`src/rtl/spi_fm_pkg.sv`:
```
package spi_fm_pkg;

  typedef enum logic {ST_IDLE, ST_RUN} seq_state_t;

  // word length actually used for a requested length
  function automatic int unsigned clamp_len(int unsigned req, int unsigned lo, int unsigned hi);
    if (req < lo) return lo;
    if (req > hi) return hi;
    return req;
  endfunction

  // half-period index at whose end slave select is released
  function automatic int unsigned final_half(int unsigned n, logic cpha);
    return 2 * n + (cpha ? 1 : 0);
  endfunction

  // half-period index whose closing edge samples the last bit
  function automatic int unsigned final_sample(int unsigned n, logic cpha);
    return 2 * n - 2 + (cpha ? 1 : 0);
  endfunction

  // the edge closing half-period hc samples when its parity matches cpha
  function automatic logic edge_samples(logic hc_lsb, logic cpha);
    return hc_lsb == cpha;
  endfunction

endpackage

```
`src/rtl/spi_half_tick.sv`:
```
module spi_half_tick #(
  parameter int unsigned CNT_W = 8
) (
  input  logic             clk,
  input  logic             rst_n,
  input  logic             clear,
  input  logic [CNT_W-1:0] limit,
  output logic             tick
);
  logic [CNT_W-1:0] cnt;

  assign tick = !clear && (cnt == limit);

  always_ff @(posedge clk or negedge rst_n) begin
    if (!rst_n)              cnt <= '0;
    else if (clear || tick)  cnt <= '0;
    else                     cnt <= cnt + 1'b1;
  end

  // the half-period counter never runs past its limit
  a_r3_count_bound: assert property (@(posedge clk) disable iff (!rst_n)
    !clear |-> cnt <= limit);

endmodule

```
`src/rtl/spi_rx_hold.sv`:
```
module spi_rx_hold #(
  parameter int unsigned W = 16
) (
  input  logic         clk,
  input  logic         rst_n,
  input  logic         push,
  input  logic [W-1:0] push_data,
  input  logic         rx_ready,
  output logic         rx_valid,
  output logic [W-1:0] rx_data,
  output logic         overrun
);
  always_ff @(posedge clk or negedge rst_n) begin
    if (!rst_n) begin
      rx_valid <= 1'b0;
      rx_data  <= '0;
      overrun  <= 1'b0;
    end else begin
      if (push) begin
        rx_data  <= push_data;
        rx_valid <= 1'b1;
        if (rx_valid && !rx_ready) overrun <= 1'b1;
      end else if (rx_valid && rx_ready) begin
        rx_valid <= 1'b0;
      end
    end
  end

  // an untaken word is held unchanged
  a_r10_hold: assert property (@(posedge clk) disable iff (!rst_n)
    rx_valid && !rx_ready && !push |=> rx_valid && $stable(rx_data));

  // overrun only rises when a held word is replaced
  a_r10_overrun_cause: assert property (@(posedge clk) disable iff (!rst_n)
    $rose(overrun) |-> $past(push && rx_valid && !rx_ready));

endmodule

```
`src/rtl/spi_frame_master.sv`:
```
module spi_frame_master
  import spi_fm_pkg::*;
#(
  parameter int unsigned MAX_BITS = 16,
  parameter int unsigned MIN_BITS = 4,
  parameter int unsigned PRE_W    = 8,
  localparam int unsigned LEN_W   = $clog2(MAX_BITS + 1),
  localparam int unsigned HC_W    = $clog2(2 * MAX_BITS + 2)
) (
  input  logic                clk,
  input  logic                rst_n,
  input  logic                en,
  input  logic                cpol,
  input  logic                cpha,
  input  logic [LEN_W-1:0]    word_bits,
  input  logic [PRE_W-1:0]    prescale,
  input  logic                tx_valid,
  input  logic [MAX_BITS-1:0] tx_data,
  output logic                tx_ready,
  output logic                rx_valid,
  output logic [MAX_BITS-1:0] rx_data,
  input  logic                rx_ready,
  output logic                rx_overrun,
  output logic                sck,
  output logic                ssel_n,
  output logic                mosi,
  output logic                mosi_oe,
  input  logic                miso
);
  seq_state_t           state;
  logic                 cpol_l, cpha_l;
  logic [LEN_W-1:0]     n_l;
  logic [PRE_W-1:0]     pre_l;
  logic [HC_W-1:0]      hc;
  logic [MAX_BITS-1:0]  txsh;
  logic [MAX_BITS-2:0]  rxsh;
  logic                 mosi_q, sck_q;

  // named events for the sequencer and its checks
  logic                 running, tick, edge_ev, sample_ev, drive_ev;
  logic                 word_end, last_sample_ev, frame_done;
  logic                 start_ev, chain_ev, load_ev, cpha_eff;
  logic [LEN_W-1:0]     n_req, n_eff;
  logic [MAX_BITS-1:0]  just, rx_word;

  assign running   = (state == ST_RUN);
  assign n_req     = LEN_W'(clamp_len(32'(word_bits), MIN_BITS, MAX_BITS));

  spi_half_tick #(.CNT_W(PRE_W)) u_tick (
    .clk   (clk),
    .rst_n (rst_n),
    .clear (!running),
    .limit (pre_l),
    .tick  (tick)
  );

  assign edge_ev        = running && tick && (hc < HC_W'(2 * 32'(n_l)));
  assign sample_ev      = edge_ev && edge_samples(hc[0], cpha_l);
  assign drive_ev       = edge_ev && !edge_samples(hc[0], cpha_l);
  assign word_end       = running && tick && (hc == HC_W'(2 * 32'(n_l) - 1));
  assign last_sample_ev = sample_ev && (hc == HC_W'(final_sample(32'(n_l), cpha_l)));
  assign frame_done     = running && tick && (hc == HC_W'(final_half(32'(n_l), cpha_l)));

  assign start_ev = !running && en && tx_valid;
  assign chain_ev = word_end && en && tx_valid;
  assign load_ev  = start_ev || chain_ev;
  assign tx_ready = en && (!running || word_end);

  assign n_eff    = start_ev ? n_req : n_l;
  assign cpha_eff = start_ev ? cpha  : cpha_l;
  assign just     = tx_data << (MAX_BITS - 32'(n_eff));
  assign rx_word  = {rxsh, miso};

  always_ff @(posedge clk or negedge rst_n) begin
    if (!rst_n) begin
      state  <= ST_IDLE;
      cpol_l <= 1'b0;
      cpha_l <= 1'b0;
      n_l    <= LEN_W'(MIN_BITS);
      pre_l  <= '0;
      hc     <= '0;
      txsh   <= '0;
      rxsh   <= '0;
      mosi_q <= 1'b0;
      sck_q  <= 1'b0;
    end else begin
      if (!running) sck_q <= cpol;
      if (sample_ev) rxsh <= rx_word[MAX_BITS-2:0];
      if (drive_ev) begin
        mosi_q <= txsh[MAX_BITS-1];
        txsh   <= txsh << 1;
      end
      if (edge_ev) sck_q <= ~sck_q;
      if (running && tick) hc <= hc + 1'b1;
      if (frame_done) state <= ST_IDLE;
      if (load_ev) begin
        state <= ST_RUN;
        hc    <= '0;
        rxsh  <= '0;
        txsh  <= cpha_eff ? just : (just << 1);
        // a chained trailing-phase load meets a sampling edge: keep mosi
        if (start_ev || !cpha_eff) mosi_q <= just[MAX_BITS-1];
        if (start_ev) begin
          cpol_l <= cpol;
          cpha_l <= cpha;
          n_l    <= n_req;
          pre_l  <= prescale;
          sck_q  <= cpol;
        end
      end
    end
  end

  assign sck     = sck_q;
  assign ssel_n  = !running;
  assign mosi    = mosi_q;
  assign mosi_oe = running;

  spi_rx_hold #(.W(MAX_BITS)) u_rx (
    .clk       (clk),
    .rst_n     (rst_n),
    .push      (last_sample_ev),
    .push_data (rx_word),
    .rx_ready  (rx_ready),
    .rx_valid  (rx_valid),
    .rx_data   (rx_data),
    .overrun   (rx_overrun)
  );

  // at rest sck tracks the polarity input
  a_r1_idle_sck: assert property (@(posedge clk) disable iff (!rst_n)
    $past(rst_n) && ssel_n && $past(ssel_n) |-> sck == $past(cpol));

  // an accepted word from rest opens a frame
  a_r2_start: assert property (@(posedge clk) disable iff (!rst_n)
    ssel_n && tx_valid && tx_ready |=> !ssel_n && mosi_oe);

  // mosi never moves on a sampling edge
  a_r4_mosi_still_at_sample: assert property (@(posedge clk) disable iff (!rst_n)
    sample_ev |=> $stable(mosi));

  // a word taken mid-frame keeps select low
  a_r8_no_gap: assert property (@(posedge clk) disable iff (!rst_n)
    !ssel_n && tx_valid && tx_ready |=> !ssel_n);

  // captured settings hold while a frame runs
  a_r11_cfg_frozen: assert property (@(posedge clk) disable iff (!rst_n)
    running && $past(running) && !$past(start_ev) |->
      $stable(cpol_l) && $stable(cpha_l) && $stable(n_l) && $stable(pre_l));

endmodule

```
`config.mk`:
```
export PLATFORM = sky130hd
export DESIGN_NAME = spi_frame_master
export DESIGN_NICKNAME = d
export VERILOG_FILES = /design/src/rtl/spi_fm_pkg.sv /design/src/rtl/spi_half_tick.sv /design/src/rtl/spi_rx_hold.sv /design/src/rtl/spi_frame_master.sv
export SDC_FILE = /design/constraint.sdc
export NUM_CORES = 1
export LEC_CHECK = 0
export BUFFER_PORTS_ARGS = -buffer_cell sky130_fd_sc_hd__buf_2
export CORE_ASPECT_RATIO = 0.8
export CORE_UTILIZATION = 35
export CTS_CLUSTER_DIAMETER = 120
export CTS_CLUSTER_SIZE = 20
export DETAILED_ROUTE_END_ITERATION = 8
export GPL_TIMING_DRIVEN = 1
export PLACE_DENSITY = 0.59
export SLEW_MARGIN = 25
export SYNTH_ARGS = -nofsm -noshare
export SYNTH_HDL_FRONTEND = slang
export SYNTH_SLANG_ARGS = --single-unit
```
`constraint.sdc`:
```
create_clock -name clk -period 9.2 [get_ports clk]
set_clock_uncertainty 0.2 [all_clocks]
set_input_delay 0.46 -clock clk [delete_from_list [all_inputs] [get_ports clk]]
set_output_delay 0.46 -clock clk [all_outputs]
set_load 0.005 [all_outputs]
```
Word-level counts from Yosys, hierarchy flattened --
Cells that the tools add are included. Widths: inputs -> output; s select.
Word-level totals: input port bits 37, register bits after elaboration 80, output and inout port bits 23, logic and storage cells 89
Operators by class: order comparisons 3, shift-type cells 1, mux-type cells 29, reductions and logical operators 30, equal/unequal tests 5, $add $sub $neg 7, bitwise gates (word level) 1
Operators with widths (count):
- $mux 16 | 3
- $shl 16x32->16 | 1
- $mux 15 | 2
- $mux 5 | 4
- $eq 6x6->1 | 3
- $mux 1 | 16
- $logic_and 1x1->1 | 15
- $mux 6 | 2
- $reduce_bool 2->1 | 5
- $add 8x1->8 const B | 1
- $eq 8x8->1 | 1
- $mux 8 | 1
- $add 6x1->6 | 1
- $add 6x1->6 const B | 1
- $add 6x6->6 | 1
- $lt 6x6->1 | 1
- $sub 5x5->6 const A | 1
- $sub 6x1->6 const B | 1
- $sub 6x2->6 const B | 1
- $gt 5x5->1 const B | 1
- $lt 5x3->1 const B | 1
- $logic_not 1->1 | 4
- $logic_or 1x1->1 | 4
- $reduce_and 2->1 | 2
- other kinds (3) | 3

Longest topological paths before layout --
Gate-level depths: netlist (run 1).
depth in word-level cells 10, depth in mapped cells 15, mapped depth without buffers 12

Cells and area by module --
Synthesis (run 1) repeated with hierarchy kept, for this count alone.
Second synthesis, totals: cells, all modules 512, area, all modules 5071.1 um2
Modules (own cells, without submodules):
- spi_frame_master | cells an instance 427, area each 3833.7 um2, instances 1, seq. area each 1352.5 um2
- spi_rx_hold | cells an instance 39, area each 713.2 um2, instances 1, seq. area each 450.4 um2
- spi_half_tick | cells an instance 46, area each 524.3 um2, instances 1, seq. area each 200.2 um2

Worst setup path after synthesis (run 1) --
OpenSTA, ideal clock, no wires.
kind register to register, start register state, in the netlist mosi_oe, end register txsh[9], stages on the path, launching flop included 14, setup slack 5708 ps, data arrival time 3144 ps, clock period less this slack 3492 ps, buffers on the path 3, data required time 8852 ps, library setup time 148 ps, cells stage by stage dfrtp_1 > nand3b_2 > clkbuf_1 > buf_1 > o21ai_0 > inv_1 > ha_1 > or4b_1 > nand4_2 > buf_2 > nor2_1 > o2bb2ai_1 > a221oi_1 > o221ai_1
Between the ends: longest elaborated chain between the ends 8, elaborated cells between the ends (all ways) 18, those cells by class add/sub: 1; shift: 1; mux: 4; reduce/logical: 12
RTL lines:
- start, declared | RTL line spi_frame_master.sv:30 | seq_state_t state;
- start signal, assigned | RTL line spi_frame_master.sv:76 | state <= ST_IDLE;
- start signal, assigned | RTL line spi_frame_master.sv:95 | if (frame_done) state <= ST_IDLE;
- start signal, assigned | RTL line spi_frame_master.sv:97 | state <= ST_RUN;
- $logic_not 1->1 | RTL line spi_frame_master.sv:64 | assign start_ev = !running && en && tx_valid;
- $logic_and 1x1->1 (2 in series) | RTL line spi_frame_master.sv:64
- $mux 5
- $sub 5x5->6 | RTL line spi_frame_master.sv:71 | assign just = tx_data << (MAX_BITS - 32'(n_eff));
- $shl 16x32->16 | RTL line spi_frame_master.sv:71
- $mux 16 | RTL line spi_frame_master.sv:100 | txsh <= cpha_eff ? just : (just << 1);
- $mux 16 | RTL line spi_frame_master.sv:96 | if (load_ev) begin
- end signal, assigned | RTL line spi_frame_master.sv:91 | txsh <= txsh << 1;
- end signal, assigned | RTL line spi_frame_master.sv:100
- end, declared | RTL line spi_frame_master.sv:35 | logic [MAX_BITS-1:0] txsh;
Several ways; a longest one is shown, not always the timed one. A chain may end at the register's enable or synchronous reset.

Worst setup path in the final report (run 1) --
start register state, in the netlist mosi_oe, end register txsh[14]
The elaborated chain is that of the path after synthesis.

==> flow_metrics.tcl, run 1 <==
set metrics [dict create \
    grt_pass1_vias 3884 \
    clk_pin_slew_ns 0.07 \
    first_iter_violations 295 \
    port_buffers 59 \
    slew_viol_final 0 \
    yosysSeqAreaShare_pct 40.7 \
    diodes 0 \
    vias 4137 \
    fin_crit_sh_pct 49.4 \
    clk_latency_ns 0.34 \
    final_core_util_pct 41.5 \
    r2r_slack_ns 4.66 \
    cts_resized 0 \
    powerDensity_nw_per_um2 333 \
    grt_max_degree 81 \
    yosysWarnings 0 \
    r2r-start "mosi_oe" \
    yosys-top-cells-area "dfrtp_1 40%, nand2_1 7.2%, mux4_2 3.7%, xor2_1 2.8%, mux2_2 2.7%" \
    r2r_cells 12 \
    syn_area_per_cell_um2 9.52 \
    areaGrowthSynthToFinish_pct 15.1 \
    post-route-min-period_ns 4.54 \
    worstMarginPinSlew_ns 0.807 \
    hold_slack_ns -0.0424 \
    fp.dieH_um 108 \
    final_cell_mix "94 x nand2_1, 79 x dfrtp_1, 58 x buf_2" \
    cp-start-kind "flip-flop" \
    drc 0 \
    path_max_fanout 23 \
    startpoint "mosi_oe" \
    ant_nets 0 \
    grt_first_pass_wirelength_mm 20.6 \
    r2r_end "txsh[14]" \
    dr.pass1.iters 5 \
    synthDistinctLibCells 73 \
    slowest_delay_ns 0.77 \
    critPathKind "reg2reg" \
    placementRows 38 \
    fin_cells 749 \
    cts-root-buf "clkbuf_16" \
    path_depth 12 \
    dp.cells 733 \
    cp-end-kind "flip-flop" \
    arrival_ns 4.52 \
    antenna_found_initial 0 \
    final_common_cell "nand2_1" \
    cts_max_path_buffers 2 \
    max_slew_margin_pct 46.2 \
    hold_violations 79 \
    synth_top_area_cell "dfrtp_1" \
    die_w_um 135 \
    wl_per_cell_um 16.5 \
    ir_drop_mv 0.115 \
    fmaxAchievable_mhz 220 \
    cp_slowest_cell "ha_1" \
    synth_seq_cells 80 \
    cts.sink_count 80 \
    cap_violations 0 \
    initial_core_util_pct 36.1 \
    rsz0062_at_grt "false" \
    power.leakage_nw 2.59 \
    synth-edff-count 0 \
    synth_nets 563 \
    cts_buffers 9 \
    status "finished with violations" \
    postSynth.asyncResetShare_pct 100 \
    hold_buffers 0 \
    final.setup.tns_ns 0 \
    required_ns 9.18 \
    finish.net_count 610 \
    path_cells "and3b_1 -> nand3_2 -> nand2_2 -> inv_1 -> ha_1 -> inv_1 -> nand2_1 -> a22oi_1 -> o31ai_1 -> a31oi_1 -> a2111oi_0 -> a221oi_1" \
    synthCells 517 \
    endpoint "txsh[14]" \
    coreArea_um2 13600 \
    drt-total-wl_mm 12.4 \
    gp_congestion 0.878 \
    critPathMostFrequentCell "inv_1" \
    hold_path.class "in2async" \
    drive_gt1_share_pct 21.1 \
    synth_top_area_share_pct 40.2 \
    die-area_um2 14500 \
    routed_via_density 5.52 \
    setup_viol 0 \
    cts_setup_buffers 0 \
    syn_area_um2 4920 \
    violations "negative hold slack" \
    critPathBufInv 2 \
    io_pins 60 \
    hpwl_mm 9.18 \
    track_usage_pct 18.2 \
    grt_overflow 0 \
    cpLargestDelayFamily "simple AND/OR/NAND/NOR gates" \
    cts-htree-levels 3 \
    synth-main-ff-cell "dfrtp_1" \
    tritoncts "built" \
]
[through the flow]
stage / total power, W / worst slack, ns / area, µm² / hold WS [ns]
finish: 0.00189 / 4.66 / 5670 / -0.0424
global route: 0.00204 / 4.17 / 5670 / 0.0235
CTS: 0.00189 / 4.70 / 5660 / 0.0977
detailed placement: 0.00148 / 4.67 / 5330 / 0.274
global placement: 0.00145 / 4.80 / 5330 / 0.254
floorplan: 0.00124 / 5.71 / 4920 / -0.0356
[worst min path at each step]
stage	end	slack [ns]	depth (start not counted)
2_1_floorplan	cpha_l	-0.04	0
3_3_place_gp	u_rx.overrun	0.25	1
3_5_place_dp	u_rx.overrun	0.27	1
4_1_cts	pre_l[5]	0.1	3
5_1_grt	u_rx.rx_data[15]	0.02	1
6_report	u_rx.rx_data[15]	-0.04	1
[registers in the layout (all words and copies together), names as in the netlist]
signal         count
txsh              16
u_rx.rx_data      16
rxsh              15
pre_l              8
u_tick.cnt         8
hc                 6
n_l                5
cpha_l             1
mosi               1
mosi_oe            1
sck                1
u_rx.overrun       1
u_rx.rx_valid      1
[metal layers]
| metal | global-route usage [%] | share of wire [%] |
|---|---|---|
| met1 | 26.5 | 50 |
| met5 | 0 | 0 |
| met3 | 3.47 | 5.5 |
| met4 | 5.22 | 1.5 |
| met2 | 27.3 | 43 |
[area by class of cell]
| cell class | instances | area [µm²] |
|---|---|---|
| fill | 1359 | 7980 |
| multi-input combinational | 398 | 2730 |
| sequential | 80 | 2000 |
| timing repair buffer | 61 | 317 |
| clock buffer | 9 | 225 |
| tap | 180 | 225 |
| clock inverter | 7 | 111 |
| inverter | 14 | 52.6 |
[logic make-up (layout without fill, tap and decap cells)]
| logic type | Yosys count | count (layout) | share of synthesized area, % |
|---|---|---|---|
| XOR/XNOR | 26 | 26 | 4.62 |
| adder cells (fa/ha/maj) | 9 | 9 | 2.29 |
| AO/OA/AOI/OAI | 116 | 116 | 16.7 |
| buffers and inverters | 39 | 91 | 3.81 |
| AND/OR/NAND/NOR | 206 | 206 | 20.4 |
| flip-flops | 80 | 80 | 40.7 |
| multiplexers | 41 | 41 | 11.5 |
[synthesized netlist by cell type (9+ instances only)]
| master | instances |
|---|---|
| ha_1 | 9 |
| and3_1 | 10 |
| a21boi_0 | 9 |
| mux2_2 | 12 |
| nand3_1 | 16 |
| o21ai_0 | 12 |
| nor2_1 | 26 |
| nand2_1 | 94 |
| dfrtp_1 | 79 |
| xnor2_1 | 10 |
| nor3_1 | 16 |
| inv_1 | 14 |
| clkbuf_1 | 12 |
| xor2_1 | 16 |
| mux2i_1 | 13 |
| a21oi_1 | 26 |
[where the power goes]
| group | total (W) | switching [W] | internal (W) |
|---|---|---|---|
| Sequential | 0.000616 | 0.000125 | 0.000492 |
| Combinational | 0.000866 | 0.000502 | 0.000364 |
| Clock | 0.000405 | 0.000161 | 0.000244 |
| Total | 0.00189 | 0.000787 | 0.00110 |
Power figures use the tool's default switching activity.
==> inputs of run 2 (changes only) <==
--- a/config.mk
+++ b/config.mk
@@ -5,6 +5,7 @@
 export SDC_FILE = /design/constraint.sdc
 export NUM_CORES = 1
 export LEC_CHECK = 0
+export ABC_AREA = 1
 export BUFFER_PORTS_ARGS = -buffer_cell sky130_fd_sc_hd__buf_2
 export CORE_ASPECT_RATIO = 0.8
 export CORE_UTILIZATION = 35
==> constraint.sdc (replaced) <==
create_clock -name clk -period 4.7 [get_ports clk]
set_clock_uncertainty 0.2 [all_clocks]
set_input_delay 0.235 -clock clk [delete_from_list [all_inputs] [get_ports clk]]
set_output_delay 0.235 -clock clk [all_outputs]
set_load 0.005 [all_outputs]
==> run 2 against run 1 <==
  * The flow now finishes without violations
  * Critical endpoint is now txsh[15]
  * Design area grew 0.35%
  * Combinational power shrank 91%
  * Area after synthesis shrank 1.7%
  * First-iteration DRC count shrank 5.8%
  * Die area shrank 1.7%
  * Sequential share of layout area shrank 0.12 points
  * Global-route usage shrank 1.4 points
  * Clock power grew 85%
  * Critical path depth grew 3
==> flow_metrics.tcl, run 2 <==
set metrics [dict create \
    syn_area_per_cell_um2 7.45 \
    io_pins 60 \
    hold_slack_ns 0.0200 \
    yosysMostFrequentCell "nand2_1" \
    drt-total-wl_mm 11.1 \
    path_max_fanout 21 \
    arrival_ns 4.01 \
    r2r_end "txsh[15]" \
    cap_violations 0 \
    synthDistinctLibCells 45 \
    areaGrowthSynthToFinish_pct 17.5 \
    synthCells 650 \
    max_slew_margin_pct 41.4 \
    fmaxAchievable_mhz 254 \
    r2r_slack_ns 0.76 \
    worstMarginPinSlew_ns 0.879 \
    yosys-top-cells-count "181 x nand2_1, 86 x nand3_1, 79 x dfrtp_1, 76 x inv_1, 40 x nor2_1" \
    dr.pass1.iters 5 \
    synth_nets 696 \
    post-route-min-period_ns 3.94 \
    hold_path.class "in2reg" \
    cts_max_path_buffers 2 \
    drive_gt1_share_pct 16.4 \
    cts-htree-levels 3 \
    hold_violations 0 \
    syn_area_um2 4840 \
    coreArea_um2 13600 \
    synth_seq_cells 80 \
    die_w_um 133 \
    routed_via_density 4.83 \
    setup_viol 0 \
    worst_slack_ns 0.765 \
    r2r-start "mosi_oe" \
    synth_top_area_cell "dfrtp_1" \
    vias 4309 \
    gp_congestion 0.895 \
    cts-root-buf "clkbuf_16" \
    antenna_found_initial 0 \
    cts.sink_count 80 \
    placementRows 38 \
    yosysWarnings 0 \
    yosysSeqAreaShare_pct 41.4 \
    cp-end-kind "flip-flop" \
    first_iter_violations 278 \
    min_path_cells 5 \
    synth_top_area_share_pct 40.8 \
    grt_pass1_vias 4073 \
    yosys-top-cells-area "dfrtp_1 41%, nand2_1 14%, nand3_1 8.9%, inv_1 5.9%, nor2_1 3.1%" \
    largestRegisters "txsh (16), u_rx.rx_data (16), rxsh (15)" \
    grt_overflow 0 \
    ir_drop_mv 0.234 \
    fp.dieH_um 107 \
    rsz0062_at_grt "false" \
    required_ns 4.78 \
    slew_viol_final 0 \
    grt_max_degree 81 \
    fin_crit_sh_pct 83.7 \
    cts_buffers 9 \
    grt_first_pass_wirelength_mm 19.3 \
    postSynth.asyncResetShare_pct 100 \
    port_buffers 59 \
    dp_slack_ns 0.792 \
    wl_per_cell_um 12.4 \
    hold_path_end "sck" \
    cts_resized 0 \
    final_common_cell "nand2_1" \
    cp-start-kind "flip-flop" \
    critPathKind "reg2reg" \
    p_total_w 0.00152 \
    finish.net_count 755 \
    tritoncts "built" \
    min_from "cpol" \
    powerDensity_nw_per_um2 267 \
    track_usage_pct 16.8 \
    power.leakage_nw 3.02 \
    hpwl_mm 8.09 \
    die-area_um2 14300 \
    synth-edff-count 0 \
    r2r_cells 15 \
    clk_pin_slew_ns 0.06 \
    final_cell_mix "181 x nand2_1, 86 x nand3_1, 79 x dfrtp_1" \
    diodes 0 \
    ant_nets 0 \
    status "complete, no violations" \
    clk_latency_ns 0.34 \
    drc 0 \
    synth-main-ff-cell "dfrtp_1" \
    final.setup.tns_ns 0 \
    initial_core_util_pct 35.7 \
]
## run 2: cell count changes after synthesis, sizes merged, moves of 10 or more
cell and change:
o21ai +20, nand2 +91, mux2 -19, inv +69
and3 -10, nand3 +75, nor2 +22, mux2i -13
a21boi -10
## run 2: what timing repair did
item | 4_1_cts | 5_1_grt
hold buffers | 12 | 0
buffers inserted | 0 | 0
endpoints found under the hold margin | 92 | 0
## run 2: cell families (layout without fill, tap and decap cells)
| kind of cell | count (synthesis) | after routing | synth area share (%) |
|---|---|---|---|
| AO/OA/AOI/OAI | 76 | 76 | 9.20 |
| XOR/XNOR | 18 | 18 | 3.80 |
| adder cells (fa/ha/maj) | 9 | 9 | 2.33 |
| buffers and inverters | 108 | 171 | 9.43 |
| flip-flops | 80 | 80 | 41.4 |
| multiplexers | 1 | 1 | 0.233 |
| AND/OR/NAND/NOR | 358 | 358 | 33.6 |
## run 2: report_power, final
part / total (W) / switching, W / internal [W]
Clock: 0.000750 / 0.000284 / 0.000466
Combinational: 0.0000761 / 0.0000462 / 0.0000299
Sequential: 0.000691 / 0.000000550 / 0.000690
## run 2: worst max-delay path by stage
| stage | start | to | cells after the start |
|---|---|---|---|
| after global routing | mosi_oe | txsh[13] | 15 |
| final | mosi_oe | txsh[15] | 15 |
| after detailed placement | mosi_oe | txsh[13] | 15 |
| after global placement | mosi_oe | txsh[15] | 15 |
| after floorplan | mosi_oe | txsh[8] | 18 |
| after CTS | mosi_oe | txsh[15] | 15 |
## run 2: per-layer routing
metal  track usage [%]  wire length, µm  share of wire [%]  vias to the layer above
met1              23.2             5560                 50                     1976
li1                  -                -                  -                     2214
met4              4.87              165                1.5                        0
met2              26.4             4870                 44                      104
met5                 0                0                  0                        -
met3              3.69              512                4.6                       15
## run 2: area by class of cell
type                    instances  area, µm²
fillers                      1403       7860
multi-input cells             462       2390
flip-flops and latches         80       2000
repair buffers                 72        429
inverters                      84        318
clock buffers                   9        225
well taps                     180        225
clock inverters                 6       93.8
## run 2: critical path, cell delays in order (launching register included)
cell	delay, ns
dfrtp_1	0.43
inv_2	0.14
nand2_1	0.08
nor2_2	0.45
o21ai_2	0.38
ha_1	0.68
clkinv_1	0.57
nand3_1	0.26
o211ai_1	0.12
a21oi_1	0.15
nand2_1	0.08
nand2_1	0.10
nand2_1	0.06
nand3_1	0.10
nand2_1	0.05
inv_1	0.04
## run 2: per-stage QoR
step | instances | util, % | cell area (µm²)
2_1_floorplan | 650 | - | 4840
3_3_place_gp | 866 | 38.6 | 5240
3_5_place_dp | 866 | 38.6 | 5240
4_1_cts | 893 | 41.9 | 5680
5_1_grt | 893 | 42.0 | 5690
6_report | 893 | 42.0 | 5690
